**config.mk**
```make
export PLATFORM = sky130hd
export DESIGN_NAME = ot_stage_alarm
export DESIGN_NICKNAME = d
export VERILOG_FILES = /design/src/rtl/ot_alarm_pkg.sv /design/src/rtl/ot_alarm_regs.sv /design/src/rtl/ot_alarm_stage.sv /design/src/rtl/ot_stage_alarm.sv
export SDC_FILE = /design/constraint.sdc
export NUM_CORES = 1
export LEC_CHECK = 0
export BUFFER_PORTS_ARGS = -buffer_cell sky130_fd_sc_hd__buf_4
export CAP_MARGIN = 30
export CORE_MARGIN = 2
export CORE_UTILIZATION = 25
export CTS_BUF_LIST = sky130_fd_sc_hd__clkbuf_8
export CTS_CLUSTER_DIAMETER = 150
export DETAILED_ROUTE_END_ITERATION = 6
export PLACE_DENSITY_LB_ADDON = 0.05
export REMOVE_ABC_BUFFERS = 1
export SYNTH_ARGS = -nofsm -noshare
export SYNTH_HDL_FRONTEND = slang
export SYNTH_SLANG_ARGS = --single-unit
```
**constraint.sdc**
```tcl
create_clock -name clk -period 5.4 [get_ports clk]
set_input_delay 0.54 -clock clk [delete_from_list [all_inputs] [get_ports clk]]
set_output_delay 0.54 -clock clk [all_outputs]
set_load 0.05 [all_outputs]
```
**src/rtl/ot_alarm_pkg.sv**
```systemverilog
package ot_alarm_pkg;
  localparam int OT_STAGES  = 3;
  localparam int OT_STAGE_W = $clog2(OT_STAGES + 1);
  localparam int OT_THR_W   = 2;

  localparam logic [7:0] OFS_TYPE   = 8'h04;
  localparam logic [7:0] OFS_SUBTP  = 8'h05;
  localparam logic [7:0] OFS_STATUS = 8'h08;
  localparam logic [7:0] OFS_THRESH = 8'h40;
  localparam logic [7:0] OFS_ALARM  = 8'h46;
  localparam logic [7:0] ID_TYPE    = 8'h09;
  localparam logic [7:0] ID_SUBTYPE = 8'h08;
  localparam int         ALARM_EN_BIT = 7;

  // Trip point of stage s (1-based) in millidegrees.
  function automatic int trip_point(int base, int tstep, int sstep,
                                    logic [OT_THR_W-1:0] thr, int s);
    return base + tstep * int'(thr) + sstep * (s - 1);
  endfunction

  function automatic logic [OT_STAGE_W-1:0] count_set(logic [OT_STAGES-1:0] v);
    logic [OT_STAGE_W-1:0] n;
    n = '0;
    for (int i = 0; i < OT_STAGES; i++) n = n + OT_STAGE_W'(v[i]);
    return n;
  endfunction

  // Climb to the reached stage, else fall only as far as hysteresis allows.
  function automatic logic [OT_STAGE_W-1:0] next_stage(logic [OT_STAGES-1:0] reach,
                                                       logic [OT_STAGES-1:0] keep,
                                                       logic [OT_STAGE_W-1:0] cur);
    logic [OT_STAGE_W-1:0] up, hold;
    up   = count_set(reach);
    hold = count_set(keep);
    if (up > cur) return up;
    return (hold < cur) ? hold : cur;
  endfunction
endpackage

```
**src/rtl/ot_alarm_regs.sv**
```systemverilog
module ot_alarm_regs
  import ot_alarm_pkg::*;
(
  input  logic                  clk,
  input  logic                  rst_n,
  input  logic                  wr_en,
  input  logic [7:0]            addr,
  input  logic [7:0]            wdata,
  input  logic [OT_STAGE_W-1:0] stage_i,
  output logic [7:0]            rdata,
  output logic [OT_THR_W-1:0]   thr_o,
  output logic                  en_o
);
  logic [OT_THR_W-1:0] thr_q;
  logic                en_q;

  always_ff @(posedge clk or negedge rst_n) begin
    if (!rst_n) begin
      thr_q <= '0;
      en_q  <= 1'b0;
    end else if (wr_en) begin
      if (addr == OFS_THRESH) thr_q <= wdata[OT_THR_W-1:0];
      if (addr == OFS_ALARM)  en_q  <= wdata[ALARM_EN_BIT];
    end
  end

  always_comb begin
    rdata = 8'h00;
    case (addr)
      OFS_TYPE:   rdata = ID_TYPE;
      OFS_SUBTP:  rdata = ID_SUBTYPE;
      OFS_STATUS: rdata = {{(8-OT_STAGE_W){1'b0}}, stage_i};
      OFS_THRESH: rdata = {{(8-OT_THR_W){1'b0}}, thr_q};
      OFS_ALARM:  rdata = 8'(en_q) << ALARM_EN_BIT;
      default:    rdata = 8'h00;
    endcase
  end

  assign thr_o = thr_q;
  assign en_o  = en_q;
endmodule

```
**src/rtl/ot_alarm_stage.sv**
```systemverilog
module ot_alarm_stage
  import ot_alarm_pkg::*;
#(
  parameter int TEMP_W        = 32,
  parameter int BASE_MC       = 105000,
  parameter int THR_STEP_MC   = 5000,
  parameter int STAGE_STEP_MC = 20000,
  parameter int HYST_MC       = 2000
) (
  input  logic                     clk,
  input  logic                     rst_n,
  input  logic                     en_i,
  input  logic [OT_THR_W-1:0]      thr_i,
  input  logic signed [TEMP_W-1:0] temp_i,
  input  logic                     vld_i,
  output logic [OT_STAGE_W-1:0]    stage_o,
  output logic                     irq_o,
  output logic [OT_STAGES-1:0]     shdn_o,
  output logic [OT_STAGE_W-1:0]    stage_nxt_o,
  output logic                     change_o
);
  logic [OT_STAGES-1:0]  reach, keep;
  logic [OT_STAGE_W-1:0] stage_q, stage_nxt;
  logic                  irq_q;

  for (genvar s = 1; s <= OT_STAGES; s++) begin : g_trip
    logic signed [TEMP_W-1:0] trip_v, keep_v;
    assign trip_v = TEMP_W'(trip_point(BASE_MC, THR_STEP_MC, STAGE_STEP_MC, thr_i, s));
    assign keep_v = trip_v - TEMP_W'(HYST_MC);
    assign reach[s-1]  = (temp_i >= trip_v);
    assign keep[s-1]   = (temp_i >= keep_v);
    assign shdn_o[s-1] = (stage_q >= OT_STAGE_W'(s));
  end

  assign stage_nxt = next_stage(reach, keep, stage_q);
  assign change_o  = en_i && vld_i && (stage_nxt != stage_q);

  always_ff @(posedge clk or negedge rst_n) begin
    if (!rst_n) begin
      stage_q <= '0;
      irq_q   <= 1'b0;
    end else if (!en_i) begin
      stage_q <= '0;
      irq_q   <= 1'b0;
    end else begin
      irq_q <= change_o;
      if (vld_i) stage_q <= stage_nxt;
    end
  end

  assign stage_o     = stage_q;
  assign irq_o       = irq_q;
  assign stage_nxt_o = stage_nxt;
endmodule

```
**src/rtl/ot_stage_alarm.sv**
```systemverilog
module ot_stage_alarm
  import ot_alarm_pkg::*;
#(
  parameter int BASE_MC       = 105000,
  parameter int THR_STEP_MC   = 5000,
  parameter int STAGE_STEP_MC = 20000,
  parameter int HYST_MC       = 2000
) (
  input  logic        clk,
  input  logic        rst_n,
  input  logic        reg_wr,
  input  logic [7:0]  reg_addr,
  input  logic [7:0]  reg_wdata,
  output logic [7:0]  reg_rdata,
  input  logic [31:0] temp_mc,
  input  logic        temp_vld,
  output logic [1:0]  stage,
  output logic        irq_pulse,
  output logic [2:0]  shdn_req
);
  logic [OT_THR_W-1:0]   thr_w;
  logic                  alarm_en_w;
  logic [OT_STAGE_W-1:0] stage_w, stage_nxt_w;
  logic                  change_w;

  ot_alarm_regs u_regs (
    .clk(clk), .rst_n(rst_n), .wr_en(reg_wr), .addr(reg_addr),
    .wdata(reg_wdata), .stage_i(stage_w), .rdata(reg_rdata),
    .thr_o(thr_w), .en_o(alarm_en_w)
  );

  ot_alarm_stage #(
    .TEMP_W(32), .BASE_MC(BASE_MC), .THR_STEP_MC(THR_STEP_MC),
    .STAGE_STEP_MC(STAGE_STEP_MC), .HYST_MC(HYST_MC)
  ) u_stage (
    .clk(clk), .rst_n(rst_n), .en_i(alarm_en_w), .thr_i(thr_w),
    .temp_i($signed(temp_mc)), .vld_i(temp_vld), .stage_o(stage_w),
    .irq_o(irq_pulse), .shdn_o(shdn_req), .stage_nxt_o(stage_nxt_w),
    .change_o(change_w)
  );

  assign stage = stage_w;
endmodule

```
==> flow_results.org, run 1 <==
** Run status
- The flow ran to the end, and the final reports show no timing, DRC or antenna violations.

** Clocking
- In this run, post-CTS repair resized a total of 0 instances.
- In this run the number of H-tree levels came out at 1.
- Setup fix buffers added after clock tree synthesis :: 0
- For this design, the sink count on the clock tree is 6.
- TritonCTS clock tree :: built
- Clock Tree Root :: sky130_fd_sc_hd__clkbuf_8
- At the later pin of the worst-skew pair, clock insertion delay measures 220 ps.
- Counting along the longest clock path gives a buffer depth of 2.
- Number of buffers created by CTS :: 3
- Buffers inserted to repair hold after CTS numbered 0.
- Clock-pin slew was measured on the worst setup and hold paths at 40 ps.

** Floorplanning
- In this run the horizontal extent of the chip is 107 um.
- The initial utilization of the core area, before any placement, comes to 0.258.
- Row generation in the floorplan step produced 37 rows.
- Core Region :: 10400 sq um
- Die area :: 11500 sq um
- 66 I/O pins were placed.
- Die outline height :: 107 um

** Yosys
- Netlist Area Pre-Place :: 2680 sq um
- Share of flip-flops with an asynchronous set or reset :: 1.00
- Synthesis handed over a netlist of 330 instances.
- Yosys mapped the design onto 60 distinct sky130hd cell types.
- Yosys mapped a number of flops with a built-in enable equal to 0.
- The share of the Yosys chip area taken by registers is 0.0561.
- Yosys Warn Count :: 0
- A synthesized cell averages 8.11 sq um.
- For this run, the leading register cell type out of synthesis is sky130_fd_sc_hd__dfrtp_1.
- Flip-flop and latch count after synthesis :: 6

** STA
- The worst pin sits at a relative slew slack of 0.634.
- Setup clock skew after layout :: 3.82 ps
- Setup violations remaining at the end of the flow were counted as 0.
- Counting I/O delays and the setup requirement, the final critical path takes 4600 ps.
- Setup total negative slack :: 0 ps
- The final count of pins violating max slew was 0.
- Setup repair after global routing missed its margin :: no
- For the pin with the worst max-slew slack, the measured transition is 545 ps.
- Highest attainable clock frequency :: 217 MHz
- Of the available clock period, the critical path in the final layout requires 0.853.
- Count of endpoints failing hold in the final timing report :: 0

** Placed design
- Global placer's final weighted congestion :: 0.837
- Detailed placement ended at an HPWL of 7.62 mm.
- Port Buffers :: 56

** Route
- WL/cell :: 16.8 um
- Antenna viol nets, final :: 0
- Mean number of vias per cell :: 4.97
- The final layout contains routed wiring with a total length of 8.87 mm.
- The first detailed-routing pass ran for 4 iterations.
- The detailed router finished its first iteration with 126 violations.
- Remaining routing DRC violations :: 0
- The routed layout has 2628 vias.

** Power and ir drop
- The share of total power dissipated in combinational logic is 0.692.
- Cell-internal power :: 0.202 mW
- The share of total power dissipated in the clock network is 0.177.
- The share of total power dissipated in sequential elements is 0.131.
- IR analysis of the VDD net gives a maximum drop of 0.000107 V.
- The analysis attributes to net switching a power of 0.165 mW.
- In this run the static leakage power is 1.59 nW.
- Net switching fraction of the power :: 0.450
- For this design the ratio of total power to cell area is 111 nW/um^2.
- Final Power :: 0.367 mW

** Finish
- Number of nets at the end of the flow :: 531
- Area growth from synthesis to layout :: 24.0%
- In the final layout, the share of cells above drive strength 1 is 0.183.
- The number of antenna diodes in the final layout is 0.

** Worst setup path
- STA puts the critical path data required time at 5500 ps.
- The setup path with the least slack is of type flip-flop to flip-flop.
- Worst r2r dst :: u_stage.irq_o
- Arrival @ worst endpoint :: 4700 ps
- In this run the worst path has a maximum fanout of 7.
- The worst register-to-register path begins at u_regs.thr_o[0].
- FF-to-FF setup slack :: 800 ps
- Kind of launch point of the worst setup path :: flip-flop
- The worst setup path is captured at a flip-flop.
- R2R depth :: 16

** GRT
- Total routing usage reported by global routing :: 0.158
- The number of global-route vias before repair was 2744.
- Total overflow reported by the global router :: 0
- Pin count of the biggest net entering global routing :: 14
- Number of antenna violations at the first check in global routing :: 0
- Global-route wire length before repair :: 14.3 mm

** Min path
- The worst hold path belongs to the class primary input to async pin.

** Run
- Max-cap violations in this run came to 0.
-- power by group through the flow --
stage	Sequential, mW	Clock [mW]	Combinational (mW)
2_1_floorplan	0.0514	0	0.155
3_3_place_gp	0.0485	0	0.254
3_5_place_dp	0.0485	0	0.254
4_1_cts	0.0480	0.0667	0.256
5_1_grt	0.0482	0.0716	0.289
6_report	0.0480	0.0651	0.254
-- flip-flops by register name (all words and copies together) (netlist names) --
name             count
u_regs.thr_o         2
u_stage.stage_o      2
u_regs.en_o          1
u_stage.irq_o        1
-- metrics by stage --
step	cells	util	setup WS, ps	cell area (sq um)	hold slack, ps
finish	529	0.320	796	3320	120
global route	529	0.320	312	3320	117
CTS	529	0.320	762	3320	119
detailed placement	526	0.316	769	3280	352
global placement	526	0.316	790	3280	354
floorplan	330	-	1140	2660	244
-- worst max path at each step --
stage                                from  depth (start not counted)             to  slack, ps
after global placement    u_regs.thr_o[0]                         14  u_stage.irq_o        790
after floorplan           u_regs.thr_o[1]                         18  u_stage.irq_o       1140
after CTS                 u_regs.thr_o[0]                         14  u_stage.irq_o        760
after global routing      u_regs.thr_o[0]                         16  u_stage.irq_o        310
final                     u_regs.thr_o[0]                         16  u_stage.irq_o        800
after detailed placement  u_regs.thr_o[0]                         16  u_stage.irq_o        770
-- layout by cell type, fill, tap and decap left out, types with 2 or more instances in the layout --
master,n
sky130_fd_sc_hd__a211o_1,2
sky130_fd_sc_hd__a211oi_1,2
sky130_fd_sc_hd__a211oi_2,2
sky130_fd_sc_hd__a21o_1,11
sky130_fd_sc_hd__a21oi_1,27
sky130_fd_sc_hd__a22oi_1,2
sky130_fd_sc_hd__a31oi_1,5
sky130_fd_sc_hd__and2_1,3
sky130_fd_sc_hd__and3_1,4
sky130_fd_sc_hd__buf_4,60
sky130_fd_sc_hd__clkbuf_8,3
sky130_fd_sc_hd__conb_1,10
sky130_fd_sc_hd__dfrtp_1,6
sky130_fd_sc_hd__fa_1,2
sky130_fd_sc_hd__ha_1,82
sky130_fd_sc_hd__inv_1,22
sky130_fd_sc_hd__mux2_1,2
sky130_fd_sc_hd__mux2i_1,3
sky130_fd_sc_hd__nand2_1,20
sky130_fd_sc_hd__nand2b_1,7
sky130_fd_sc_hd__nand3_1,8
sky130_fd_sc_hd__nand4_1,10
sky130_fd_sc_hd__nand4b_1,2
sky130_fd_sc_hd__nor2_1,14
sky130_fd_sc_hd__nor2b_1,9
sky130_fd_sc_hd__nor3_1,11
sky130_fd_sc_hd__nor4_1,5
sky130_fd_sc_hd__o2111ai_1,2
sky130_fd_sc_hd__o211ai_1,4
sky130_fd_sc_hd__o21a_1,3
sky130_fd_sc_hd__o21ai_0,11
sky130_fd_sc_hd__o221ai_1,2
sky130_fd_sc_hd__o31ai_1,4
sky130_fd_sc_hd__or3_1,3
sky130_fd_sc_hd__xnor2_1,4
sky130_fd_sc_hd__xor2_1,3
-- Yosys cell counts, drive strengths merged, types with 4 or more instances --
cell | n | area share
nand2b | 7 | 0.016
inv | 22 | 0.031
nor4 | 6 | 0.020
a31oi | 5 | 0.012
and3 | 4 | 0.0093
o31ai | 4 | 0.011
nor2 | 14 | 0.020
nor3 | 11 | 0.021
buf | 6 | 0.016
nand3 | 8 | 0.015
and2 | 4 | 0.0094
xnor2 | 4 | 0.013
nor2b | 9 | 0.021
a21o | 11 | 0.031
o211ai | 4 | 0.011
a211oi | 4 | 0.015
a21oi | 28 | 0.054
ha | 82 | 0.38
nand2 | 20 | 0.028
nand4 | 10 | 0.023
o21ai | 11 | 0.021
dfrtp | 6 | 0.056
-- kinds of logic (layout without fill, tap and decap cells) --
kind of cell    after synthesis  in the layout  share of synthesized area
compound gates               89             89                      0.225
xor+xnor                      7              7                     0.0229
fa+ha+maj                    84             84                      0.398
buf+inv                      30             85                     0.0496
flops                         6              6                     0.0561
mux                           6              6                     0.0238
other cells                   2             10                    0.00281
simple gates                106            106                      0.221
-- metal layers --
layer  track usage  part of all wire  vias to the layer above
met3       0.00969             0.044                        8
met4        0.0211             0.011                        0
met1         0.226              0.49                     1197
met2         0.269              0.46                       65
met5             0                 0                        -
li1              -                 -                     1358
-- worst max-delay path, cell delays in order, from the launching register on --
cell and delay [ps]:
sky130_fd_sc_hd__dfrtp_1 370, sky130_fd_sc_hd__inv_1 220, sky130_fd_sc_hd__ha_1 460, sky130_fd_sc_hd__ha_1 360, sky130_fd_sc_hd__xor2_1 260, sky130_fd_sc_hd__ha_1 270
sky130_fd_sc_hd__nand3_1 80, sky130_fd_sc_hd__nor2_1 70, sky130_fd_sc_hd__a2111oi_0 390, sky130_fd_sc_hd__a31oi_1 170, sky130_fd_sc_hd__nor2_1 160, sky130_fd_sc_hd__fa_1 490
sky130_fd_sc_hd__ha_1 250, sky130_fd_sc_hd__or3_1 350, sky130_fd_sc_hd__a32oi_1 340, sky130_fd_sc_hd__xnor2_1 160, sky130_fd_sc_hd__a21oi_1 70
-- cell type report --
class / instances / area [sq um]
clock buffer: 3 / 41.3
inverter: 22 / 82.6
timing repair buffer: 60 / 450
fill: 1141 / 7050
multi-input combinational: 302 / 2420
tap: 136 / 170
sequential: 6 / 150
Note: power is estimated with default switching activity, not from simulation.
==> run 2: changes to the inputs <==
==> constraint.sdc (replaced) <==
create_clock -name clk -period 5.1 [get_ports clk]
set_input_delay 0.51 -clock clk [delete_from_list [all_inputs] [get_ports clk]]
set_output_delay 0.51 -clock clk [all_outputs]
set_load 0.05 [all_outputs]
==> run 2 against run 1 <==
Compared with the run above: die area is the same; clock power grew 6.9%; final area grew 0.45%; worst hold slack lost 28 ps; fmax grew 0.83%; clock skew grew 0.57 ps; sequential power grew 5.8%.
==> flow_results.org, run 2 (same netlist as run 1, synthesis figures left out) <==
** Run status
- Outcome :: complete, no violations (unchanged)

** Worst setup path
- Critical Path End :: u_stage.irq_o (unchanged)
- Critical path class :: flip-flop to flip-flop (unchanged)
- Worst-path fanout max :: 13 (was 7)
- The cell type of the slowest stage on the worst timing path is sky130_fd_sc_hd__fa_1 (unchanged).
- The worst path buffer plus inverter count came to 2 (was 1).
- The type of element launching the critical path is a flip-flop (unchanged).
- The required time of the critical path is 5200 ps (was 5500 ps).
- Cell chain of the critical path: buf_4 > ha_1 > nand2_1 > inv_1 > nand2_1 > xor2_1 > ha_1 > nand3_1 > nor2_1 > a2111oi_0 > a31oi_1 > nor2_1 > fa_1 > ha_1 > or3_1 > a32oi_1 > xnor2_1 > a21oi_1 (was inv_1 > ha_1 > ha_1 > xor2_1 > ha_1 > nand3_1 > nor2_1 > a2111oi_0 > a31oi_1 > nor2_1 > fa_1 > ha_1 > or3_1 > a32oi_1 > xnor2_1 > a21oi_1).
- The slack of the worst reg-to-reg path was 530 ps (was 800 ps).
- The worst reg-to-reg path cell count was 18 (was 16).
- Worst r2r dst :: u_stage.irq_o (unchanged)
- Arrival @ worst endpoint :: 4670 ps (was 4700 ps)
- The endpoint type of the worst setup path is a flip-flop (unchanged).
- The logic depth of the worst setup path including buffers was 18 (was 16).
- CP most frequent cell :: sky130_fd_sc_hd__ha_1 (unchanged)
- The launch instance of the worst register-to-register path is u_regs.thr_o[1] (was u_regs.thr_o[0]).
- Startpoint of the worst setup timing path :: u_regs.thr_o[1] (was u_regs.thr_o[0])
- Family of cells with the greatest summed delay on the critical path :: adder cells (unchanged)
- Slowest cell delay on critical path :: 490 ps (about the same)

** Min path
- The path type of the worst min-delay path was primary input to async pin (unchanged).

** GRT
- The first-pass GRT wire length is 14.8 mm (was 14.3 mm).
- The global-route usage over all layers was 0.163 (was 0.158).
- Routing layer with the top usage in global route :: met2 (unchanged)
- Number of global-route vias before repair :: 2733 (was 2744)
- The met1 capacity usage during global routing was 0.241 (was 0.226).
- Met3 track demand over resource in global routing :: 0.0115 (was 0.00969)
- Pin count of the biggest net entering global routing :: 14 (unchanged)
- The overall overflow remaining after global route was 0 (unchanged).
- Number of antenna violations at the first check in global routing :: 0 (unchanged)
- The met2 usage is 0.267 (was 0.269).

** Placed design
- The detailed-placement wirelength estimate came to 7.79 mm (was 7.62 mm).
- The weighted congestion reported at the end of routability-driven placement is 0.834 (was 0.837).
- Port Buffers :: 56 (unchanged)

** Floorplanning
- The top-level port count is 66 (unchanged).
- Effective utilization at floorplan :: 0.258 (unchanged)
- Core Region :: 10400 sq um (unchanged)
- The floorplan row count was 37 (unchanged).
- The die area was 11500 sq um (unchanged).
- The die width came to 107 um (unchanged).
- Die outline height :: 107 um (unchanged)

** STA
- The setup total negative slack is 0 ps (unchanged).
- Pin slew with the least headroom to its limit :: 535 ps (was 545 ps)
- Setup clock skew after layout :: 4.39 ps (was 3.82 ps)
- The total setup violations reported at the end of the flow is 0 (unchanged).
- The post-layout minimum cycle time is 4570 ps (was 4600 ps).
- The final-report hold violation count is 0 (unchanged).
- The worst slack on hold paths came to 91.3 ps (was 120 ps).
- Final Slew Violations :: 0 (unchanged)
- Crit share post-route :: 0.895 (was 0.853)
- The maximum frequency from static timing analysis came to 219 MHz (was 217 MHz).
- The relative max-transition margin is 0.641 (was 0.634).
- Setup repair after global routing missed its margin :: no (unchanged)

** Route
- The remaining routing DRC violations was 0 (unchanged).
- Detailed Route WL :: 9.07 mm (was 8.87 mm)
- Violation count after the first detailed-routing iteration :: 114 (was 126)
- The number of detailed-routing iterations run before antenna repair was 4 (unchanged).
- The number of vias per cell after detailed routing was 5.01 (was 4.97).
- Via count :: 2658 (was 2628)
- Antenna viol nets, final :: 0 (unchanged)
- The routed length per placed instance is 17.1 um (was 16.8 um).

** Clocking
- Number of buffers created by CTS :: 3 (unchanged)
- Clock Sink Count :: 6 (unchanged)
- The H-tree depth came to 1 (unchanged).
- The maximum root-to-sink buffer count came to 2 (unchanged).
- Clock Tree Root :: sky130_fd_sc_hd__clkbuf_8 (unchanged)
- CTS Hold Buffers Added :: 0 (unchanged)
- The worst-skew pair later-pin latency is 220 ps (about the same).
- Setup fix buffers added after clock tree synthesis :: 0 (unchanged)
- Reg clk slew, reported paths :: 40 ps (about the same)
- The CTS tree is built (unchanged).
- The number of gates resized after cts is 0 (unchanged).

** Run
- Max capacitance violation total :: 0 (unchanged)

** Finish
- The most frequent standard cell in the layout excluding fill and tap cells was sky130_fd_sc_hd__ha_1 (unchanged).
- The area growth from synthesis to layout came to 24.5% (was 24.0%).
- Layout cells sized above 1 :: 0.187 (was 0.183)
- Top library cells by usage in the layout, fill and taps aside: sky130_fd_sc_hd__ha_1 (82), sky130_fd_sc_hd__buf_4 (62), sky130_fd_sc_hd__a21oi_1 (27) (was sky130_fd_sc_hd__ha_1 (82), sky130_fd_sc_hd__buf_4 (60), sky130_fd_sc_hd__a21oi_1 (27)).
- The number of inserted diodes is 0 (unchanged).
- Number of inserted filler cells in the final layout :: 1134 (was 1141)
- The area used by sequential logic in the layout came to 150 sq um (unchanged).
- The number of nets in the finished design is 533 (was 531).
- The total area of multi-input combinational cells is 2420 sq um (unchanged).

** Power and ir drop
- The power density over the cells came to 118 nW/um^2 (was 111 nW/um^2).
- Largest voltage drop on the vdd net :: 0.000127 V (was 0.000107 V)
- Cell leakage power :: 1.60 nW (was 1.59 nW)
==> run 2: cell type report <==
class	count	share of cell area
clock buffer	3	0.0124
inverter	22	0.0248
sequential	6	0.0450
timing repair buffer	62	0.140
tap	136	0.0511
multi-input combinational	302	0.727
==> run 2: metal layers <==
layer,up-vias,wire length [um]
li1,1363,-
met1,1233,4680
met2,58,4060
met3,4,264
met4,0,72
met5,-,0
==> run 2: metrics by stage <==
stage / instance area, sq um / instances / utilization / worst slack [ps] / total power [mW]
after floorplan: 2660 / 330 / - / 844 / 0.218
after global placement: 3290 / 528 / 0.317 / 518 / 0.322
after detailed placement: 3290 / 528 / 0.317 / 510 / 0.322
after CTS: 3330 / 531 / 0.321 / 506 / 0.395
after global routing: 3330 / 531 / 0.321 / 128 / 0.435
final: 3330 / 531 / 0.321 / 534 / 0.392
==> run 2: worst min path at each step <==
stage,to,depth (start not counted)
3_3_place_gp,u_regs.en_o,1
3_5_place_dp,u_regs.en_o,1
6_report,u_regs.en_o,1
2_1_floorplan,u_regs.en_o,0
4_1_cts,u_regs.en_o,1
5_1_grt,u_regs.en_o,1
==> run 2: power breakdown <==
| part | internal [mW] | leakage, nW | switching (mW) | total, mW |
|---|---|---|---|---|
| logic | 0.115 | 1.49 | 0.157 | 0.272 |
| clock network | 0.0506 | 0.0216 | 0.0190 | 0.0696 |
| registers | 0.0495 | 0.0832 | 0.00133 | 0.0508 |
| total | 0.215 | 1.60 | 0.177 | 0.392 |
==> run 3: changes to the inputs <==
--- a/config.mk
+++ b/config.mk
@@ -7,7 +7,7 @@
 export LEC_CHECK = 0
 export BUFFER_PORTS_ARGS = -buffer_cell sky130_fd_sc_hd__buf_4
 export CAP_MARGIN = 30
-export CORE_MARGIN = 2
+export CORE_MARGIN = 3
 export CORE_UTILIZATION = 25
 export CTS_BUF_LIST = sky130_fd_sc_hd__clkbuf_8
 export CTS_CLUSTER_DIAMETER = 150
==> run 3 against run 2 <==
Compared with the run above: worst setup slack worse by 30 ps; clock power hardly changed; global-route usage is 1.1 points lower; routed wire length is 1.4% lower; count of clock-buffer cells in the layout stayed put; critical path type unchanged; critical endpoint unchanged.
==> flow_results.org, run 3 (same netlist as run 1, synthesis figures left out) <==
** Worst setup path
- Family of cells with the greatest summed delay on the critical path :: adder cells (unchanged)
- The required time of the critical path was 5200 ps (about the same).
- Worst-path fanout max :: 10 (was 13)
- FF-to-FF Start :: u_regs.thr_o[1] (unchanged)
- Startpoint of the worst setup timing path :: u_regs.thr_o[1] (unchanged)
- CP most frequent cell :: sky130_fd_sc_hd__ha_1 (unchanged)
- Buffers plus inverters on the worst setup path :: 2 (unchanged)
- Kind of launch point of the worst setup path :: flip-flop (unchanged)
- Arrival @ worst endpoint :: 4690 ps (was 4670 ps)
- The slack of the worst reg-to-reg path was 500 ps (was 530 ps).
- Kind of capture point of the worst setup path :: flip-flop (unchanged)
- Cell chain of the critical path: inv_1 > ha_1 > nand2_1 > inv_1 > nand2_1 > xor2_1 > ha_1 > nand3_1 > nor2_1 > a2111oi_0 > a31oi_1 > nor2_1 > fa_1 > ha_1 > or3_1 > a32oi_1 > xnor2_1 > a21oi_1 (was buf_4 > ha_1 > nand2_1 > inv_1 > nand2_1 > xor2_1 > ha_1 > nand3_1 > nor2_1 > a2111oi_0 > a31oi_1 > nor2_1 > fa_1 > ha_1 > or3_1 > a32oi_1 > xnor2_1 > a21oi_1).
- The cell type of the slowest stage on the worst timing path was sky130_fd_sc_hd__fa_1 (unchanged).
- Critical path class :: flip-flop to flip-flop (unchanged)
- Slowest cell delay on critical path :: 490 ps (about the same)

** Placed design
- Worst slack at placement :: 505 ps (was 510 ps)
- The number of port buffers is 56 (unchanged).
- The cell count after placement is 528 (unchanged).
- The weighted congestion reported at the end of routability-driven placement came to 0.813 (was 0.834).
- HPWL after detailed placement :: 7.73 mm (was 7.79 mm)
- Cell area after placement :: 3290 sq um (unchanged)

** Clocking
- Setup fix buffers added after clock tree synthesis :: 0 (unchanged)
- Post-cts repair resize count :: 0 (unchanged)
- The number of clock buffers inserted by TritonCTS was 3 (unchanged).
- Number of buffers on the longest clock path :: 2 (unchanged)
- Reg clk slew, reported paths :: 40 ps (about the same)
- The number of clock sinks seen by CTS came to 6 (unchanged).
- TritonCTS clock tree :: built (unchanged)
- The H-tree depth was 1 (unchanged).
- Clock latency on the worst-skew pair :: 220 ps (about the same)
- Clock Tree Root :: sky130_fd_sc_hd__clkbuf_8 (unchanged)
- The post-cts hold buffer count is 0 (unchanged).

** Finish
- The final instance area is 3330 sq um (unchanged).
- The area growth from synthesis to layout was 24.5% (unchanged).
- Top library cells by usage in the layout, fill and taps aside: sky130_fd_sc_hd__ha_1 (82), sky130_fd_sc_hd__buf_4 (62), sky130_fd_sc_hd__a21oi_1 (27) (unchanged).
- Most common cell after layout, fill and taps aside :: sky130_fd_sc_hd__ha_1 (unchanged)
- Finished Core Util :: 0.321 (unchanged)
- The number of standard cells in the layout, taps in and fillers out was 531 (unchanged).
- The share of cells above drive strength 1 is 0.187 (unchanged).
- The number of inserted diodes was 0 (unchanged).
- Number of nets at the end of the flow :: 533 (unchanged)

** GRT
- Total routing usage reported by global routing :: 0.152 (was 0.163)
- The pin count of the biggest net entering global routing is 14 (unchanged).
- The number of global-route vias before repair came to 2563 (was 2733).
- The overall overflow remaining after global route came to 0 (unchanged).
- Number of antenna violations at the first check in global routing :: 0 (unchanged)
- Global-route wire length before repair :: 14.0 mm (was 14.8 mm)

** STA
- The fraction of the cycle the final worst path needs came to 0.901 (was 0.895).
- Hold Slack :: 89.4 ps (was 91.3 ps)
- Setup repair after global routing missed its margin :: no (unchanged)
- Setup clock skew after layout :: 1.78 ps (was 4.39 ps)
- The post-layout minimum cycle time was 4600 ps (was 4570 ps).
- Worst Setup Slack, final :: 504 ps (was 534 ps)
- The setup total negative slack came to 0 ps (unchanged).
- Setup-violating endpoint count in the final report :: 0 (unchanged)
- The pin slew with the least headroom to its limit is 551 ps (was 535 ps).
- The final-report hold violation count came to 0 (unchanged).
- Final Slew Violations :: 0 (unchanged)
- The relative max-transition margin was 0.630 (was 0.641).
- The maximum frequency from static timing analysis is 218 MHz (was 219 MHz).

** Floorplanning
- The floorplan die height came to 109 um (was 107 um).
- The starting density of the core came to 0.258 (unchanged).
- The core box area is 10400 sq um (unchanged).
- Cell row count :: 37 (unchanged)
- Die area :: 12000 sq um (was 11500 sq um)
- # IOs :: 66 (unchanged)
- The die width is 109 um (was 107 um).

** Route
- The number of vias per cell after detailed routing was 5.06 (was 5.01).
- The number of detailed-routing iterations run before antenna repair came to 4 (unchanged).
- The count of antenna-violating nets left after detailed routing is 0 (unchanged).
- WL/cell :: 16.9 um (was 17.1 um)
- Violation count after the first detailed-routing iteration :: 118 (was 114)
- The remaining routing DRC violations was 0 (unchanged).
- The wire length after detailed routing came to 8.95 mm (was 9.07 mm).
- Via count :: 2687 (was 2658)

** Min path
- The path type of the worst min-delay path was primary input to async pin (unchanged).

** Power and ir drop
- Largest voltage drop on the vdd net :: 0.000136 V (was 0.000127 V)
- Cell leakage power :: 1.60 nW (unchanged)
- P per Cell Area :: 117 nW/um^2 (was 118 nW/um^2)
- The power consumption is 0.390 mW (was 0.392 mW).

** Run
- Max capacitance violation total :: 0 (unchanged)

** Run status
- Outcome: complete, no violations (unchanged).
run 3: report_power, final:
part	switching [mW]	internal, mW
clock network	0.0191	0.0506
logic	0.155	0.114
registers	0.00127	0.0495
run 3: path summary, 6_finish.rpt:
check                      depth (start not counted)                  to
min in group clk                                   2     u_regs.thr_o[0]
setup / recovery                                  18       u_stage.irq_o
setup reg to reg                                  18       u_stage.irq_o
hold / removal                                     1         u_regs.en_o
hold reg to reg                                    1  u_stage.stage_o[0]
max in group asynchronous                          1     u_regs.thr_o[1]
run 3: layout make-up:
type | count | area (sq um)
multi-input combinational | 302 | 2420
inverter | 22 | 82.6
clock buffer | 3 | 41.3
timing repair buffer | 62 | 465
tap | 136 | 170
fill | 1135 | 7040
sequential | 6 | 150
run 3: worst reg2reg max path, delay by kind of cell (launching register included):
family,cells,cell delay (ps)
XOR/XNOR,2,400
AO/OA/AOI/OAI,4,970
adder cells (fa/ha/maj),4,1410
buffers and inverters,2,420
flip-flops,1,360
AND/OR/NAND/NOR,6,900
run 3: metal layers:
layer	up-vias	global-route usage	part of all wire
met5	-	0	0
met4	0	0.0178	0.0068
met2	83	0.244	0.44
met1	1237	0.226	0.50
li1	1359	-	-
met3	8	0.0129	0.049
